<file path="src/rtl/ecc_eng_pkg.sv">
package ecc_eng_pkg;
  typedef enum logic [2:0] {
    RA_CTRL = 3'd0,
    RA_MODE = 3'd1,
    RA_STAT = 3'd2,
    RA_PARA = 3'd3,
    RA_PARB = 3'd4
  } reg_addr_e;

  typedef enum logic {
    PH_DATA = 1'b0,
    PH_CODE = 1'b1
  } phase_e;

  typedef struct packed {
    logic code_only;
    logic multi;
    logic any;
  } stat_t;
endpackage

</file>
<file path="src/rtl/ecc_accum.sv">
module ecc_accum
  import ecc_eng_pkg::*;
#(
  parameter int DATA_W   = 16,
  parameter int WADDR_W  = 12,
  parameter int MIN_LOG2 = 9,
  localparam int BIT_W   = $clog2(DATA_W),
  localparam int LOC_W   = WADDR_W + BIT_W,
  localparam int HALF    = DATA_W / 2
) (
  input  logic              clk,
  input  logic              rst,
  input  logic              clr,
  input  logic              take,
  input  logic              wide,
  input  logic [1:0]        size,
  input  logic [DATA_W-1:0] din,
  output logic [LOC_W-1:0]  code_a,
  output logic [LOC_W-1:0]  code_b,
  output logic              data_done,
  output logic [LOC_W-1:0]  chk_a,
  output logic [LOC_W-1:0]  chk_b,
  output logic              chk_done
);
  phase_e             phase;
  logic [WADDR_W-1:0] cnt;
  logic [1:0]         cidx;
  logic [LOC_W-1:0]   acc_a, acc_b;
  logic [LOC_W-1:0]   lx;
  logic               par;
  logic [4:0]         sh;
  logic [WADDR_W:0]   words_m1;
  logic               data_last, code_last;

  always_comb begin
    sh       = 5'(MIN_LOG2) + 5'(size) - 5'(wide);
    words_m1 = ({{WADDR_W{1'b0}}, 1'b1} << sh) - 1'b1;
    data_last = (cnt == words_m1[WADDR_W-1:0]);
    code_last = wide ? (cidx == 2'd1) : (cidx == 2'd3);
  end

  // Location XOR of all set bits in the current word, plus its bit parity
  always_comb begin
    lx  = '0;
    par = 1'b0;
    for (int j = 0; j < DATA_W; j++) begin
      if ((wide || j < HALF) && din[j]) begin
        lx  = lx ^ {cnt, BIT_W'(j)};
        par = ~par;
      end
    end
  end

  always_ff @(posedge clk) begin
    if (rst || clr) begin
      phase     <= PH_DATA;
      cnt       <= '0;
      cidx      <= '0;
      acc_a     <= '0;
      acc_b     <= '0;
      data_done <= 1'b0;
      chk_done  <= 1'b0;
      if (rst) begin
        code_a <= '0;
        code_b <= '0;
        chk_a  <= '0;
        chk_b  <= '0;
      end
    end else begin
      data_done <= 1'b0;
      chk_done  <= 1'b0;
      if (take) begin
        if (phase == PH_DATA) begin
          if (data_last) begin
            code_a    <= acc_a ^ lx;
            code_b    <= acc_b ^ lx ^ {LOC_W{par}};
            acc_a     <= '0;
            acc_b     <= '0;
            cnt       <= '0;
            cidx      <= '0;
            phase     <= PH_CODE;
            data_done <= 1'b1;
          end else begin
            acc_a <= acc_a ^ lx;
            acc_b <= acc_b ^ lx ^ {LOC_W{par}};
            cnt   <= cnt + 1'b1;
          end
        end else begin
          if (wide) begin
            if (cidx == 2'd0) chk_a <= din[LOC_W-1:0];
            else              chk_b <= din[LOC_W-1:0];
          end else begin
            case (cidx)
              2'd0:    chk_a[HALF-1:0]      <= din[HALF-1:0];
              2'd1:    chk_a[LOC_W-1:HALF]  <= din[HALF-1:0];
              2'd2:    chk_b[HALF-1:0]      <= din[HALF-1:0];
              default: chk_b[LOC_W-1:HALF]  <= din[HALF-1:0];
            endcase
          end
          if (code_last) begin
            cidx     <= '0;
            phase    <= PH_DATA;
            chk_done <= 1'b1;
          end else begin
            cidx <= cidx + 1'b1;
          end
        end
      end
    end
  end

  assert_cnt_bound_R1: assert property (@(posedge clk) disable iff (rst)
    (phase == PH_DATA) |-> ({1'b0, cnt} <= words_m1));

  assert_done_excl_R1: assert property (@(posedge clk) disable iff (rst)
    !(data_done && chk_done));

  assert_code_idx_R8: assert property (@(posedge clk) disable iff (rst)
    (phase == PH_CODE && wide) |-> (cidx <= 2'd1));

  assert_clear_R10: assert property (@(posedge clk) disable iff (rst)
    clr |=> (cnt == '0 && phase == PH_DATA && acc_a == '0 && acc_b == '0));

  assert_hold_R9: assert property (@(posedge clk) disable iff (rst)
    (!take && !clr) |=> ($stable(cnt) && $stable(acc_a) && $stable(cidx)));
endmodule

</file>
<file path="src/rtl/ecc_classify.sv">
module ecc_classify
  import ecc_eng_pkg::*;
#(
  parameter int LOC_W = 16,
  localparam int CW   = $clog2(2 * LOC_W + 1)
) (
  input  logic [LOC_W-1:0] code_a,
  input  logic [LOC_W-1:0] code_b,
  input  logic [LOC_W-1:0] chk_a,
  input  logic [LOC_W-1:0] chk_b,
  output logic [LOC_W-1:0] syn_a,
  output logic [LOC_W-1:0] syn_b,
  output stat_t            stat
);
  logic [CW-1:0] ones;

  always_comb begin
    syn_a = code_a ^ chk_a;
    syn_b = code_b ^ chk_b;
    ones  = CW'($countones({syn_a, syn_b}));
    stat  = '0;
    if (ones == CW'(0)) begin
      stat = '0;
    end else if (ones == CW'(1)) begin
      stat.any       = 1'b1;
      stat.code_only = 1'b1;
    end else if ((syn_a ^ syn_b) == {LOC_W{1'b1}}) begin
      stat.any = 1'b1;
    end else begin
      stat.any   = 1'b1;
      stat.multi = 1'b1;
    end
  end
endmodule

</file>
<file path="src/rtl/ecc_regs.sv">
module ecc_regs
  import ecc_eng_pkg::*;
#(
  parameter int REG_W = 16
) (
  input  logic             clk,
  input  logic             rst,
  input  logic             reg_wr,
  input  logic             reg_rd,
  input  logic [2:0]       reg_addr,
  input  logic [REG_W-1:0] reg_wdata,
  output logic [REG_W-1:0] reg_rdata,
  input  logic             data_done,
  input  logic [REG_W-1:0] code_a,
  input  logic [REG_W-1:0] code_b,
  input  logic             chk_done,
  input  logic [REG_W-1:0] syn_a,
  input  logic [REG_W-1:0] syn_b,
  input  stat_t            stat_in,
  output logic             en,
  output logic             clr,
  output logic [1:0]       size,
  output logic             wide
);
  stat_t            stat;
  logic [REG_W-1:0] disp_a, disp_b;
  logic             rd_stat;

  assign clr     = reg_wr && (reg_addr == RA_CTRL) && reg_wdata[0];
  assign rd_stat = reg_rd && (reg_addr == RA_STAT);

  always_ff @(posedge clk) begin
    if (rst) begin
      en   <= 1'b0;
      size <= 2'd0;
      wide <= 1'b0;
    end else if (reg_wr) begin
      if (reg_addr == RA_CTRL) en <= reg_wdata[1];
      if (reg_addr == RA_MODE) begin
        size <= reg_wdata[1:0];
        wide <= reg_wdata[2];
      end
    end
  end

  always_ff @(posedge clk) begin
    if (rst) begin
      stat   <= '0;
      disp_a <= '0;
      disp_b <= '0;
    end else begin
      if (chk_done) begin
        stat   <= stat_in;
        disp_a <= syn_a;
        disp_b <= syn_b;
      end else begin
        if (rd_stat) stat <= '0;
        if (data_done) begin
          disp_a <= code_a;
          disp_b <= code_b;
        end
      end
    end
  end

  always_ff @(posedge clk) begin
    if (rst) begin
      reg_rdata <= '0;
    end else if (reg_rd) begin
      case (reg_addr)
        RA_CTRL: reg_rdata <= REG_W'({en, 1'b0});
        RA_MODE: reg_rdata <= REG_W'({wide, size});
        RA_STAT: reg_rdata <= REG_W'(stat);
        RA_PARA: reg_rdata <= disp_a;
        RA_PARB: reg_rdata <= disp_b;
        default: reg_rdata <= '0;
      endcase
    end
  end

  assert_multi_any_R6: assert property (@(posedge clk) disable iff (rst)
    stat.multi |-> stat.any);

  assert_code_only_R5: assert property (@(posedge clk) disable iff (rst)
    stat.code_only |-> (stat.any && !stat.multi));

  assert_rd_clear_R11: assert property (@(posedge clk) disable iff (rst)
    (rd_stat && !chk_done) |=> (stat == '0));

  assert_load_R3: assert property (@(posedge clk) disable iff (rst)
    chk_done |=> (stat == $past(stat_in)));
endmodule

</file>
<file path="src/rtl/page_ecc_engine.sv">
module page_ecc_engine
  import ecc_eng_pkg::*;
#(
  parameter int DATA_W   = 16,
  parameter int WADDR_W  = 12,
  parameter int MIN_LOG2 = 9,
  localparam int LOC_W   = WADDR_W + $clog2(DATA_W)
) (
  input  logic              clk,
  input  logic              rst,
  input  logic              reg_wr,
  input  logic              reg_rd,
  input  logic [2:0]        reg_addr,
  input  logic [LOC_W-1:0]  reg_wdata,
  output logic [LOC_W-1:0]  reg_rdata,
  input  logic              snp_stb,
  input  logic              snp_cmd,
  input  logic              snp_addr,
  input  logic [DATA_W-1:0] snp_data
);
  logic             en, clr, wide, take;
  logic [1:0]       size;
  logic [LOC_W-1:0] code_a, code_b, chk_a, chk_b, syn_a, syn_b;
  logic             data_done, chk_done;
  stat_t            stat_c;

  assign take = snp_stb && en && !snp_cmd && !snp_addr;

  ecc_accum #(.DATA_W(DATA_W), .WADDR_W(WADDR_W), .MIN_LOG2(MIN_LOG2)) u_accum (
    .clk(clk), .rst(rst), .clr(clr), .take(take), .wide(wide), .size(size),
    .din(snp_data), .code_a(code_a), .code_b(code_b), .data_done(data_done),
    .chk_a(chk_a), .chk_b(chk_b), .chk_done(chk_done)
  );

  ecc_classify #(.LOC_W(LOC_W)) u_classify (
    .code_a(code_a), .code_b(code_b), .chk_a(chk_a), .chk_b(chk_b),
    .syn_a(syn_a), .syn_b(syn_b), .stat(stat_c)
  );

  ecc_regs #(.REG_W(LOC_W)) u_regs (
    .clk(clk), .rst(rst), .reg_wr(reg_wr), .reg_rd(reg_rd), .reg_addr(reg_addr),
    .reg_wdata(reg_wdata), .reg_rdata(reg_rdata), .data_done(data_done),
    .code_a(code_a), .code_b(code_b), .chk_done(chk_done), .syn_a(syn_a),
    .syn_b(syn_b), .stat_in(stat_c), .en(en), .clr(clr), .size(size), .wide(wide)
  );
endmodule

</file>
<file path="config.mk">
export PLATFORM = sky130hd
export DESIGN_NAME = page_ecc_engine
export DESIGN_NICKNAME = d
export VERILOG_FILES = /design/src/rtl/ecc_eng_pkg.sv /design/src/rtl/ecc_accum.sv /design/src/rtl/ecc_classify.sv /design/src/rtl/ecc_regs.sv /design/src/rtl/page_ecc_engine.sv
export SDC_FILE = /design/constraint.sdc
export NUM_CORES = 1
export LEC_CHECK = 0
export ABC_AREA = 1
export BUFFER_PORTS_ARGS = -buffer_cell sky130_fd_sc_hd__clkbuf_2
export CAP_MARGIN = 20
export CORE_AREA = 8 8 150 152
export CTS_CLUSTER_SIZE = 10
export DETAILED_ROUTE_END_ITERATION = 6
export DIE_AREA = 0 0 158 160
export PLACE_DENSITY = 0.66
export REMOVE_ABC_BUFFERS = 1
export SLEW_MARGIN = 5
export SYNTH_ARGS = -nofsm -noshare
export SYNTH_HDL_FRONTEND = slang
export SYNTH_SLANG_ARGS = --single-unit
</file>
<file path="constraint.sdc">
create_clock -name clk -period 15.25 [get_ports clk]
set_input_delay 1.525 -clock clk [delete_from_list [all_inputs] [get_ports clk]]
set_output_delay 1.525 -clock clk [all_outputs]
set_load 0.05 [all_outputs]
</file>
### Word-level counts from Yosys, hierarchy flattened

Index checks and enable logic that the tools add are counted.

* bits in registers: 168
* latch bits: 0
* memory bits (writable): 0
* bits in read-only memories: 0
* bits of input ports: 42
* output and inout bits: 16
* logic and storage cells: 230
* memories: 0

* add/sub/neg operators: 36
* multiply operators: 0
* divide/modulo/power cells: 0
* order comparisons: 0
* equal/unequal tests: 15
* shifts and indexed selects: 1
* mux-type cells: 77
* bitwise operators: 38
* reduce and logical (&&, ||, !) cells: 41

Operators with widths (number)
* $mux W16: 41
* $xor A16 B16 Y16: 21
* $add A6 B6 Y6: 15
* $pmux W16 S5: 1
* $add A1 B1 Y2: 16
* $mux W8: 4
* $mux W1: 24
* $not A1 Y1: 17
* $eq A16 B16 Y1 const B: 1
* $reduce_and A5 Y1: 3
* $logic_and A1 B1 Y1: 14
* $reduce_bool A2 Y1: 7
* $add A12 B1 Y12 const B: 1
* $eq A12 B12 Y1: 1
* $mux W12: 1
* $shl A1 B5 Y12 const A: 1
* $sub A12 B1 Y12 const B: 1
* $mux W3: 3
* $reduce_or A3 Y1: 3
* $reduce_and A2 Y1: 4
* $reduce_and A4 Y1: 2
* $eq A3 B2 Y1 const B: 2
* $eq A6 B1 Y1 const B: 1
* $logic_not A6 Y1: 1
* other kinds (16): 23

### Depth between registers and ports, before layout

Gate-level depths: netlist of the first run.

* word-level depth: 37
* gate-level depth with buffers: 22

### Modules after synthesis

From an unflattened synthesis of the first run, not the netlist that was laid out.

* cell total of the unflattened synthesis: 1485
* area total of the unflattened synthesis: 10536.4 um^2

Modules (own cells, without submodules)
* ecc_accum: times used 1, cells each 688, area an instance 5621.6 um^2, seq. area each 2902.8 um^2
* ecc_regs: times used 1, cells each 397, area an instance 2771.4 um^2, seq. area each 1101.1 um^2
* ecc_classify: times used 1, cells each 395, area an instance 2122.0 um^2, seq. area each 0.0 um^2
* page_ecc_engine: times used 1, cells each 5, area an instance 21.3 um^2, seq. area each 0.0 um^2

### Least setup slack after synthesis of the first run

OpenSTA, ideal clock, no wires.

* path kind: register -> register
* start point: register u_accum.code_b[1]
* end point: register u_regs.stat[1] (netlist name)
* setup time: 0.132 ns
* arrival: 4.704 ns
* required time: 15.118 ns
* setup slack: 10.414 ns
* stages on the path, launching flop included: 20
* clock period less this slack: 4.836 ns
* cell sequence: edfxtp_1 xor2_1 ha_1 inv_1 fa_1 inv_1 fa_1 inv_1 fa_1 fa_1 fa_1 inv_1 ha_1 fa_1 nor2_1 nand4_1 o31ai_1 nor2_1 nand2_1 a21oi_1

* cells in the longest elaborated chain, start to end: 10
* elaborated cells between the ends (all ways): 14
* classes of those cells: 5 x add/sub; 2 x eq/ne; 4 x mux; 2 x bitwise; 1 x reduce/logical

RTL lines
* start, declared: RTL line ecc_accum.sv:19 `output logic [LOC_W-1:0] code_b,`
* start signal, assigned: RTL line ecc_accum.sv:76 `code_b <= acc_b ^ lx ^ {LOC_W{par}};`
* $xor A16 B16 Y16 (*): RTL line ecc_classify.sv:19 `syn_b = code_b ^ chk_b;`
* $add A1 B1 Y2 (implied by the code): RTL line ecc_classify.sv:20 `ones = CW'($countones({syn_a, syn_b}));`
* $add A6 B6 Y6 (implied by the code) (4 in series): RTL line ecc_classify.sv:20
* $eq A6 B1 Y1: RTL line ecc_classify.sv:24 `end else if (ones == CW'(1)) begin`
* $mux W1: RTL line ecc_classify.sv:24
* $mux W3 (*): RTL line ecc_classify.sv:22 `if (ones == CW'(0)) begin`
* $mux W3 (*): RTL line ecc_regs.sv:52 `if (chk_done) begin`
* end signal, assigned: RTL line ecc_regs.sv:53 `stat <= stat_in;`
* end, declared: RTL line ecc_regs.sv:25 `stat_t stat;`

Every way passes the cells marked *; elsewhere a longest branch is shown, timed or not.
A chain may end at the register's enable or synchronous reset.

### Final worst setup path of the first run

* start point: register u_accum.code_b[6]
* end point: register u_regs.stat[1] (netlist name)

The elaborated chain is that of the path after synthesis.

==> results.sh, run 1 <==
export IMPL_status="finished, final reports clean"
export IMPL_pre_cts_ws_ns=9.75
export IMPL_clkSlewWorstSetupHoldPaths_ns=0.07
export IMPL_setup_reg_to_reg_worst_slack_ns=9.73
export IMPL_worst_path_max_fanout=3
export IMPL_power_density_nw_per_um2=137
export IMPL_port_buffers=44
export IMPL_start_util=0.484
export IMPL_antenna_found_initial=0
export IMPL_synth_top_cell_area_share=0.215
export IMPL_period_needed_ns=5.52
export IMPL_report_final_hold_viol_count=0
export IMPL_via_count_of_the_first_global_routing_pass=7311
export IMPL_post_synth_most_frequent_cells="sky130_fd_sc_hd__nand2_1 (296), sky130_fd_sc_hd__inv_1 (162), sky130_fd_sc_hd__nand3_1 (128)"
export IMPL_ioPinCount=58
export IMPL_cts_sink_count=168
export IMPL_grt_start_max_net_pins=55
export IMPL_drt_drc_violations_left=0
export IMPL_floorplan_die_area_um2=25300
export IMPL_hold_start="u_accum.acc_b[1]$_SDFFE_PN0P_"
export IMPL_timing_reg2reg_worst_path_depth=17
export IMPL_total_neg_setup_slack_ns=0
export IMPL_overflow=0
export IMPL_path_cells="xor2_1, ha_1, inv_1, fa_1, fa_1, fa_1, fa_1, fa_1, inv_1, ha_1, fa_1, nor2_1, nand4_1, o31ai_1, nor2_1, nand2_1, a21oi_1"
export IMPL_final_hold_worst_slack_ns=0.462
export IMPL_post_cts_repair_setup_buffers=0
export IMPL_cts_inserted_buffers=17
export IMPL_final_weighted_congestion_in_routability_driven_placement=0.877
export IMPL_largest_cells_by_area_after_synthesis="sky130_fd_sc_hd__dfxtp_1 (21%), sky130_fd_sc_hd__edfxtp_1 (20%), sky130_fd_sc_hd__nand2_1 (11%)"
export IMPL_tightest_slew_ns=1.03
export IMPL_crit_path_top_delay_cell="sky130_fd_sc_hd__fa_1"
export IMPL_timing_worst_setup_path_type="register to register"
export IMPL_rsz0062_at_grt="false"
export IMPL_maxClockFrequency_ghz=0.181
export IMPL_synth_enable_flop_cells=64
export IMPL_whs_endpoint="u_accum.acc_b[1]$_SDFFE_PN0P_"
export IMPL_yosys_warnings=0
export IMPL_final_critical_path_setup_slack_ns=9.73
export IMPL_share_clk_of_total_power=0.279
export IMPL_final_fill_count=1930
export IMPL_routed_via_count=8130
export IMPL_finalClockSkew_ns=0.0110
export IMPL_die_height_um=160
export IMPL_report_final_slew_viol_count=0
export IMPL_detailed_place_hpwl_um=17400
export IMPL_share_of_flip_flops_with_an_asynchronous_set_or_reset=0
export IMPL_timing_critical_path_from_type="register"
export IMPL_number_of_h_tree_levels=4
export IMPL_fp_row_count=52
export IMPL_num_antenna_cells=0
export IMPL_share_of_power_burned_in_combinational_logic=0.389
export IMPL_synthFlopType="sky130_fd_sc_hd__dfxtp_1"
export IMPL_synth_area_per_cell_um2=7.79
export IMPL_worst_r2r_startpoint="u_accum.code_b[6]$_SDFFCE_PN0P_"
export IMPL_end_kind="register"
export IMPL_syn_to_final_growth_pct=10.1
export IMPL_synth_instances=1245
export IMPL_pwr_share_seq=0.332
export IMPL_synth_seq_area_share=0.413
export IMPL_totalPowerFinal_mw=1.47
export IMPL_worst_endpoint_arrival_ns=5.80
export IMPL_slowest_delay_ns=0.57
export IMPL_timing_max_slew_rel_slack=0.316
export IMPL_final_seq_area_um2=4000
export IMPL_worst_ir_drop_vdd_mv=0.107
export IMPL_syn_area_um2=9700
export IMPL_fp_coreArea_um2=20000
export IMPL_power_switching_share=0.357
export IMPL_synthDominantAreaCellType="sky130_fd_sc_hd__dfxtp_1"
export IMPL_num_nets_final=1369
export IMPL_ctsHoldBuffers=0
export IMPL_min_delay_path_class="register to register"
export IMPL_grt_usage=0.192
export IMPL_vias_per_cell=5.24
export IMPL_number_of_max_cap_violations=0
export IMPL_netSwitchingPower_mw=0.524
export IMPL_tritoncts="built"
export IMPL_fraction_of_layout_instances_using_a_drive_strength_above_1=0.0788
export IMPL_capture_instance_of_the_worst_register_to_register_path="u_regs.stat[1]$_SDFFE_PP0P_"
export IMPL_detail_route_first_pass_iterations=7
export IMPL_ctsResizeCount=0
export IMPL_internal_power_component_mw=0.942
export IMPL_wire_per_inst_um=15.2
export IMPL_cpMostUsedCell="sky130_fd_sc_hd__fa_1"
export IMPL_worst_skew_pair_late_latency_ns=0.43
export IMPL_p_leak_nw=4.59
export IMPL_worstPathRequired_ns=15.54
export IMPL_yosys_cell_count_top_type="sky130_fd_sc_hd__nand2_1"
export IMPL_cts_root_buf="sky130_fd_sc_hd__clkbuf_16"
export IMPL_drt_antenna_violating_nets=0
export IMPL_hold_depth=2
export IMPL_cts_max_path_buffers=2
export IMPL_setup_viol_count_final=0
export IMPL_synth_lib_cells_used_distinct=39
export IMPL_multiInputGateArea_um2=4810
export IMPL_final_period_utilization=0.362
export IMPL_synth_ff_latch_count=168
export IMPL_dieWidth_um=158
export IMPL_wirelength_um=23600
export IMPL_detailedRoute_firstIterationViolations=477
export IMPL_fin_util=0.533
export IMPL_grt_first_pass_wirelength_um=38400
-- layout by cell type, fill, tap and decap left out, types with 7 or more instances in the layout --
| cell | count |
|---|---|
| sky130_fd_sc_hd__dfxtp_1 | 104 |
| sky130_fd_sc_hd__ha_1 | 33 |
| sky130_fd_sc_hd__inv_1 | 162 |
| sky130_fd_sc_hd__a31oi_1 | 12 |
| sky130_fd_sc_hd__nand2_1 | 296 |
| sky130_fd_sc_hd__xnor2_1 | 12 |
| sky130_fd_sc_hd__nor2_1 | 101 |
| sky130_fd_sc_hd__o21ai_0 | 53 |
| sky130_fd_sc_hd__nand3_1 | 128 |
| sky130_fd_sc_hd__buf_4 | 10 |
| sky130_fd_sc_hd__a21oi_1 | 65 |
| sky130_fd_sc_hd__o22ai_1 | 23 |
| sky130_fd_sc_hd__nor3_1 | 7 |
| sky130_fd_sc_hd__clkbuf_2 | 44 |
| sky130_fd_sc_hd__edfxtp_1 | 64 |
| sky130_fd_sc_hd__xor2_1 | 49 |
| sky130_fd_sc_hd__inv_2 | 7 |
| sky130_fd_sc_hd__fa_1 | 26 |
| sky130_fd_sc_hd__nand4_1 | 20 |
| sky130_fd_sc_hd__clkbuf_16 | 19 |
-- power by group through the flow --
| stage | sequential [mW] | combinational, mW | clock [mW] |
|---|---|---|---|
| after CTS | 0.486 | 0.579 | 0.414 |
| after detailed placement | 0.496 | 0.577 | 0 |
| after global routing | 0.487 | 0.655 | 0.435 |
| final | 0.486 | 0.570 | 0.410 |
| after global placement | 0.495 | 0.560 | 0 |
| after floorplan | 0.493 | 0.446 | 0 |
-- kinds of logic after synthesis --
| logic type | after synthesis | synth area share |
|---|---|---|
| compound gates | 161 | 0.0893 |
| xor+xnor | 62 | 0.0568 |
| flops | 168 | 0.413 |
| mux | 1 | 0.00103 |
| fa+ha+maj | 59 | 0.0963 |
| simple gates | 573 | 0.253 |
| buf+inv | 221 | 0.0911 |
-- flip-flops by register name, summed over array words and instances (netlist names) --
register,cells
u_regs.wide,1
u_accum.data_done,1
u_accum.chk_done,1
u_accum.code_a,16
u_accum.code_b,16
u_regs.disp_a,16
u_accum.chk_b,16
u_accum.cidx,2
u_regs.reg_rdata,16
u_accum.phase,1
u_accum.chk_a,16
u_accum.acc_b,16
u_regs.disp_b,16
u_regs.stat,3
u_regs.en,1
u_accum.acc_a,16
u_regs.size,2
u_accum.cnt,12
-- how the worst max path moves through the flow --
stage | startpoint | endpoint | slack, ns | cells past startpoint
2_1_floorplan | u_accum.code_b[1]$_SDFFCE_PN0P_ | u_regs.stat[1]$_SDFFE_PP0P_ | 10.43 | 19
3_3_place_gp | u_accum.code_b[6]$_SDFFCE_PN0P_ | u_regs.stat[1]$_SDFFE_PP0P_ | 9.80 | 17
3_5_place_dp | u_accum.code_b[6]$_SDFFCE_PN0P_ | u_regs.stat[1]$_SDFFE_PP0P_ | 9.75 | 17
4_1_cts | u_accum.code_b[6]$_SDFFCE_PN0P_ | u_regs.stat[1]$_SDFFE_PP0P_ | 9.72 | 17
5_1_grt | u_accum.code_b[6]$_SDFFCE_PN0P_ | u_regs.stat[1]$_SDFFE_PP0P_ | 9.54 | 17
6_report | u_accum.code_b[6]$_SDFFCE_PN0P_ | u_regs.stat[1]$_SDFFE_PP0P_ | 9.73 | 17
-- layer usage --
layer | share of wire | vias to the layer above | global-route usage
li1 | - | 4104 | -
met1 | 0.45 | 3782 | 0.254
met2 | 0.48 | 218 | 0.312
met3 | 0.051 | 26 | 0.0332
met4 | 0.022 | 0 | 0.0635
met5 | 0 | - | 0
-- metrics by stage --
step / cell area (um^2) / std cells
5_1_grt: 10700 / 1551
3_3_place_gp: 10100 / 1517
3_5_place_dp: 10100 / 1518
4_1_cts: 10600 / 1550
6_report: 10700 / 1551
2_1_floorplan: 9450 / 1194
-- cell type report --
type	instances	share of cell area
flip-flops and latches	168	0.375
clock buffers	22	0.0465
inverters	170	0.0598
repair buffers	55	0.0302
well taps	270	0.0316
multi-input cells	856	0.451
clock inverters	10	0.00598
-- worst max-delay path, delay by kind of cell (launching register included) --
kind | cells | cell delay (ns)
adder cells (fa/ha/maj) | 8 | 3.49
buffers and inverters | 2 | 0.09
flip-flops | 1 | 0.47
AND/OR/NAND/NOR | 4 | 0.45
XOR/XNOR | 1 | 0.36
AO/OA/AOI/OAI | 2 | 0.50
Note: power is estimated with default switching activity, not from simulation.
==> run 2: changes to the inputs <==
- PLACE_DENSITY: 0.66 -> 0.68
- clock period: 15.25 -> 4.6 ns (I/O delays scaled with it)
==> run 2 against run 1 <==
Effect of this change:
- the run now ends with negative setup slack left
- non-clock buffer count up 61
- sequential share of layout area down 2.0 points
- power rose to 3.6 times the previous value
- maximum frequency up 12%
- register-to-register slack worse by 10 ns
- worst setup slack worse by 10 ns
- critical path depth up 2
- sequential power rose to 3.3 times the previous value
- clock-buffer cell count down 5
- critical endpoint unchanged
==> results.sh, run 2 (synthesized netlist as in run 1, its figures left out) <==
export IMPL_share_clk_of_total_power=0.270
export IMPL_report_final_slew_viol_count=0
export IMPL_cts_max_path_buffers=2
export IMPL_num_antenna_cells=0
export IMPL_fp_coreArea_um2=20000
export IMPL_detail_route_first_pass_iterations=5
export IMPL_end_kind="register"
export IMPL_ioPinCount=58
export IMPL_via_count_of_the_first_global_routing_pass=7710
export IMPL_power_density_nw_per_um2=473
export IMPL_worst_path_max_fanout=2
export IMPL_port_buffers=44
export IMPL_pwr_share_seq=0.301
export IMPL_worst_endpoint_arrival_ns=5.21
export IMPL_layout_cells_non_filler=1612
export IMPL_place_detailed_instances=1565
export IMPL_internal_power_component_mw=3.41
export IMPL_power_switching_share=0.361
export IMPL_min_delay_path_class="input port to register"
export IMPL_wirelength_um=24400
export IMPL_final_weighted_congestion_in_routability_driven_placement=0.908
export IMPL_syn_to_final_growth_pct=16.3
export IMPL_wire_per_inst_um=15.1
export IMPL_clkSlewWorstSetupHoldPaths_ns=0.07
export IMPL_fp_row_count=52
export IMPL_layout_cells_most_common_list="sky130_fd_sc_hd__nand2_1 (296), sky130_fd_sc_hd__inv_1 (157), sky130_fd_sc_hd__nand3_1 (128)"
export IMPL_grt_start_max_net_pins=54
export IMPL_rsz0062_at_grt="true"
export IMPL_total_neg_setup_slack_ns=-0.821
export IMPL_drt_antenna_violating_nets=0
export IMPL_timing_worst_setup_path_type="register to register"
export IMPL_number_of_max_cap_violations=0
export IMPL_antenna_found_initial=0
export IMPL_detailedRoute_firstIterationViolations=645
export IMPL_timing_critical_path_from_type="register"
export IMPL_status="finished with violations"
export IMPL_routed_via_count=8250
export IMPL_number_of_h_tree_levels=4
export IMPL_grt_first_pass_wirelength_um=38800
export IMPL_finalClockSkew_ns=0.00975
export IMPL_period_needed_ns=4.92
export IMPL_overflow=0
export IMPL_maxClockFrequency_ghz=0.203
export IMPL_floorplan_die_area_um2=25300
export IMPL_share_of_power_burned_in_combinational_logic=0.429
export IMPL_num_nets_final=1430
export IMPL_setup_reg_to_reg_worst_slack_ns=-0.32
export IMPL_timing_max_slew_rel_slack=0.341
export IMPL_tightest_slew_ns=0.988
export IMPL_final_critical_path_setup_slack_ns=-0.317
export IMPL_tritoncts="built"
export IMPL_report_final_hold_viol_count=0
export IMPL_netSwitchingPower_mw=1.93
export IMPL_detailed_place_hpwl_um=18100
export IMPL_most_common_library_cell_in_the_layout_ignoring_fill_and_taps="sky130_fd_sc_hd__nand2_1"
export IMPL_fraction_of_layout_instances_using_a_drive_strength_above_1=0.142
export IMPL_worst_skew_pair_late_latency_ns=0.43
export IMPL_cts_inserted_buffers=17
export IMPL_worst_ir_drop_vdd_mv=0.745
export IMPL_grt_usage=0.195
export IMPL_worstPathRequired_ns=4.89
export IMPL_final_period_utilization=1.07
export IMPL_cts_root_buf="sky130_fd_sc_hd__clkbuf_16"
export IMPL_drt_drc_violations_left=0
export IMPL_violations="negative setup slack"
export IMPL_final_fill_count=1865
export IMPL_ctsHoldBuffers=0
export IMPL_setup_viol_count_final=3
export IMPL_die_height_um=160
export IMPL_vias_per_cell=5.12
export IMPL_p_leak_nw=4.91
export IMPL_final_hold_worst_slack_ns=0.272
export IMPL_start_util=0.484
export IMPL_cts_sink_count=168
export IMPL_dieWidth_um=158
==> run 2: path summary, 6_finish.rpt <==
path	startpoint	to	cells past startpoint
max reg2reg	u_accum.code_b[5]$_SDFFCE_PN0P_	u_regs.stat[1]$_SDFFE_PP0P_	19
min reg2reg	u_regs.reg_rdata[8]$_SDFFE_PP0P_	u_regs.reg_rdata[8]$_SDFFE_PP0P_	2
min	reg_wdata[1]	u_regs.size[1]$_SDFFE_PP0P_	3
max	u_accum.code_b[5]$_SDFFCE_PN0P_	u_regs.stat[1]$_SDFFE_PP0P_	19
==> run 2: repair_timing <==
item / 4_1_cts / 5_1_grt
setup endpoints to repair: 3 / 3
resized for setup: 15 / 12
cloned: 0 / 0
pin swaps: 17 / 7
setup buffers: 7 / 7
==> run 2: through the flow <==
step | setup slack [ns] | area [um^2] | power (mW) | util
6_report | -0.317 | 11300 | 5.34 | 0.563
5_1_grt | -0.535 | 11300 | 5.73 | 0.563
4_1_cts | -0.353 | 11200 | 5.31 | 0.557
3_5_place_dp | -0.497 | 10400 | 3.78 | 0.521
3_3_place_gp | -0.384 | 10400 | 3.67 | 0.521
2_1_floorplan | -0.220 | 9450 | 3.11 | -
==> run 2: cell type report <==
| class | instances | area, um^2 | share of cell area |
|---|---|---|---|
| Timing Repair Buffer | 116 | 781 | 0.0692 |
| Tap cell | 270 | 338 | 0.0299 |
| Clock buffer | 17 | 425 | 0.0377 |
| Clock inverter | 15 | 169 | 0.0150 |
| Multi-Input combinational cell | 856 | 4930 | 0.437 |
| Inverter | 170 | 638 | 0.0566 |
| Sequential cell | 168 | 4000 | 0.355 |
==> run 2: power by group through the flow <==
| stage | registers, mW | logic (mW) | clock network [mW] |
|---|---|---|---|
| after floorplan | 1.63 | 1.48 | 0 |
| after global placement | 1.64 | 2.03 | 0 |
| after detailed placement | 1.64 | 2.14 | 0 |
| after CTS | 1.61 | 2.24 | 1.46 |
| after global routing | 1.61 | 2.60 | 1.52 |
| final | 1.61 | 2.29 | 1.44 |
==> run 2: routing by layer <==
metal | track usage | wire [um] | part of all wire | vias up
met2 | 0.328 | 11800 | 0.48 | 193
met5 | 0 | 0 | 0 | -
met1 | 0.248 | 11000 | 0.45 | 3824
met3 | 0.0356 | 1080 | 0.044 | 29
li1 | - | - | - | 4204
met4 | 0.0622 | 546 | 0.022 | 0
==> run 2: worst max-delay path, cell delays in order (launching register included) <==
cell and delay (ns):
sky130_fd_sc_hd__edfxtp_1 0.43, sky130_fd_sc_hd__xor2_2 0.21, sky130_fd_sc_hd__ha_1 0.29, sky130_fd_sc_hd__inv_2 0.04, sky130_fd_sc_hd__fa_2 0.57, sky130_fd_sc_hd__inv_2 0.04, sky130_fd_sc_hd__fa_2 0.38, sky130_fd_sc_hd__inv_2 0.06
sky130_fd_sc_hd__fa_1 0.43, sky130_fd_sc_hd__fa_1 0.49, sky130_fd_sc_hd__fa_1 0.49, sky130_fd_sc_hd__inv_1 0.04, sky130_fd_sc_hd__ha_2 0.19, sky130_fd_sc_hd__fa_1 0.45, sky130_fd_sc_hd__nor2_1 0.10, sky130_fd_sc_hd__nand4_1 0.15
sky130_fd_sc_hd__o31ai_2 0.24, sky130_fd_sc_hd__nor2_1 0.08, sky130_fd_sc_hd__nand2_1 0.06, sky130_fd_sc_hd__a21oi_1 0.05
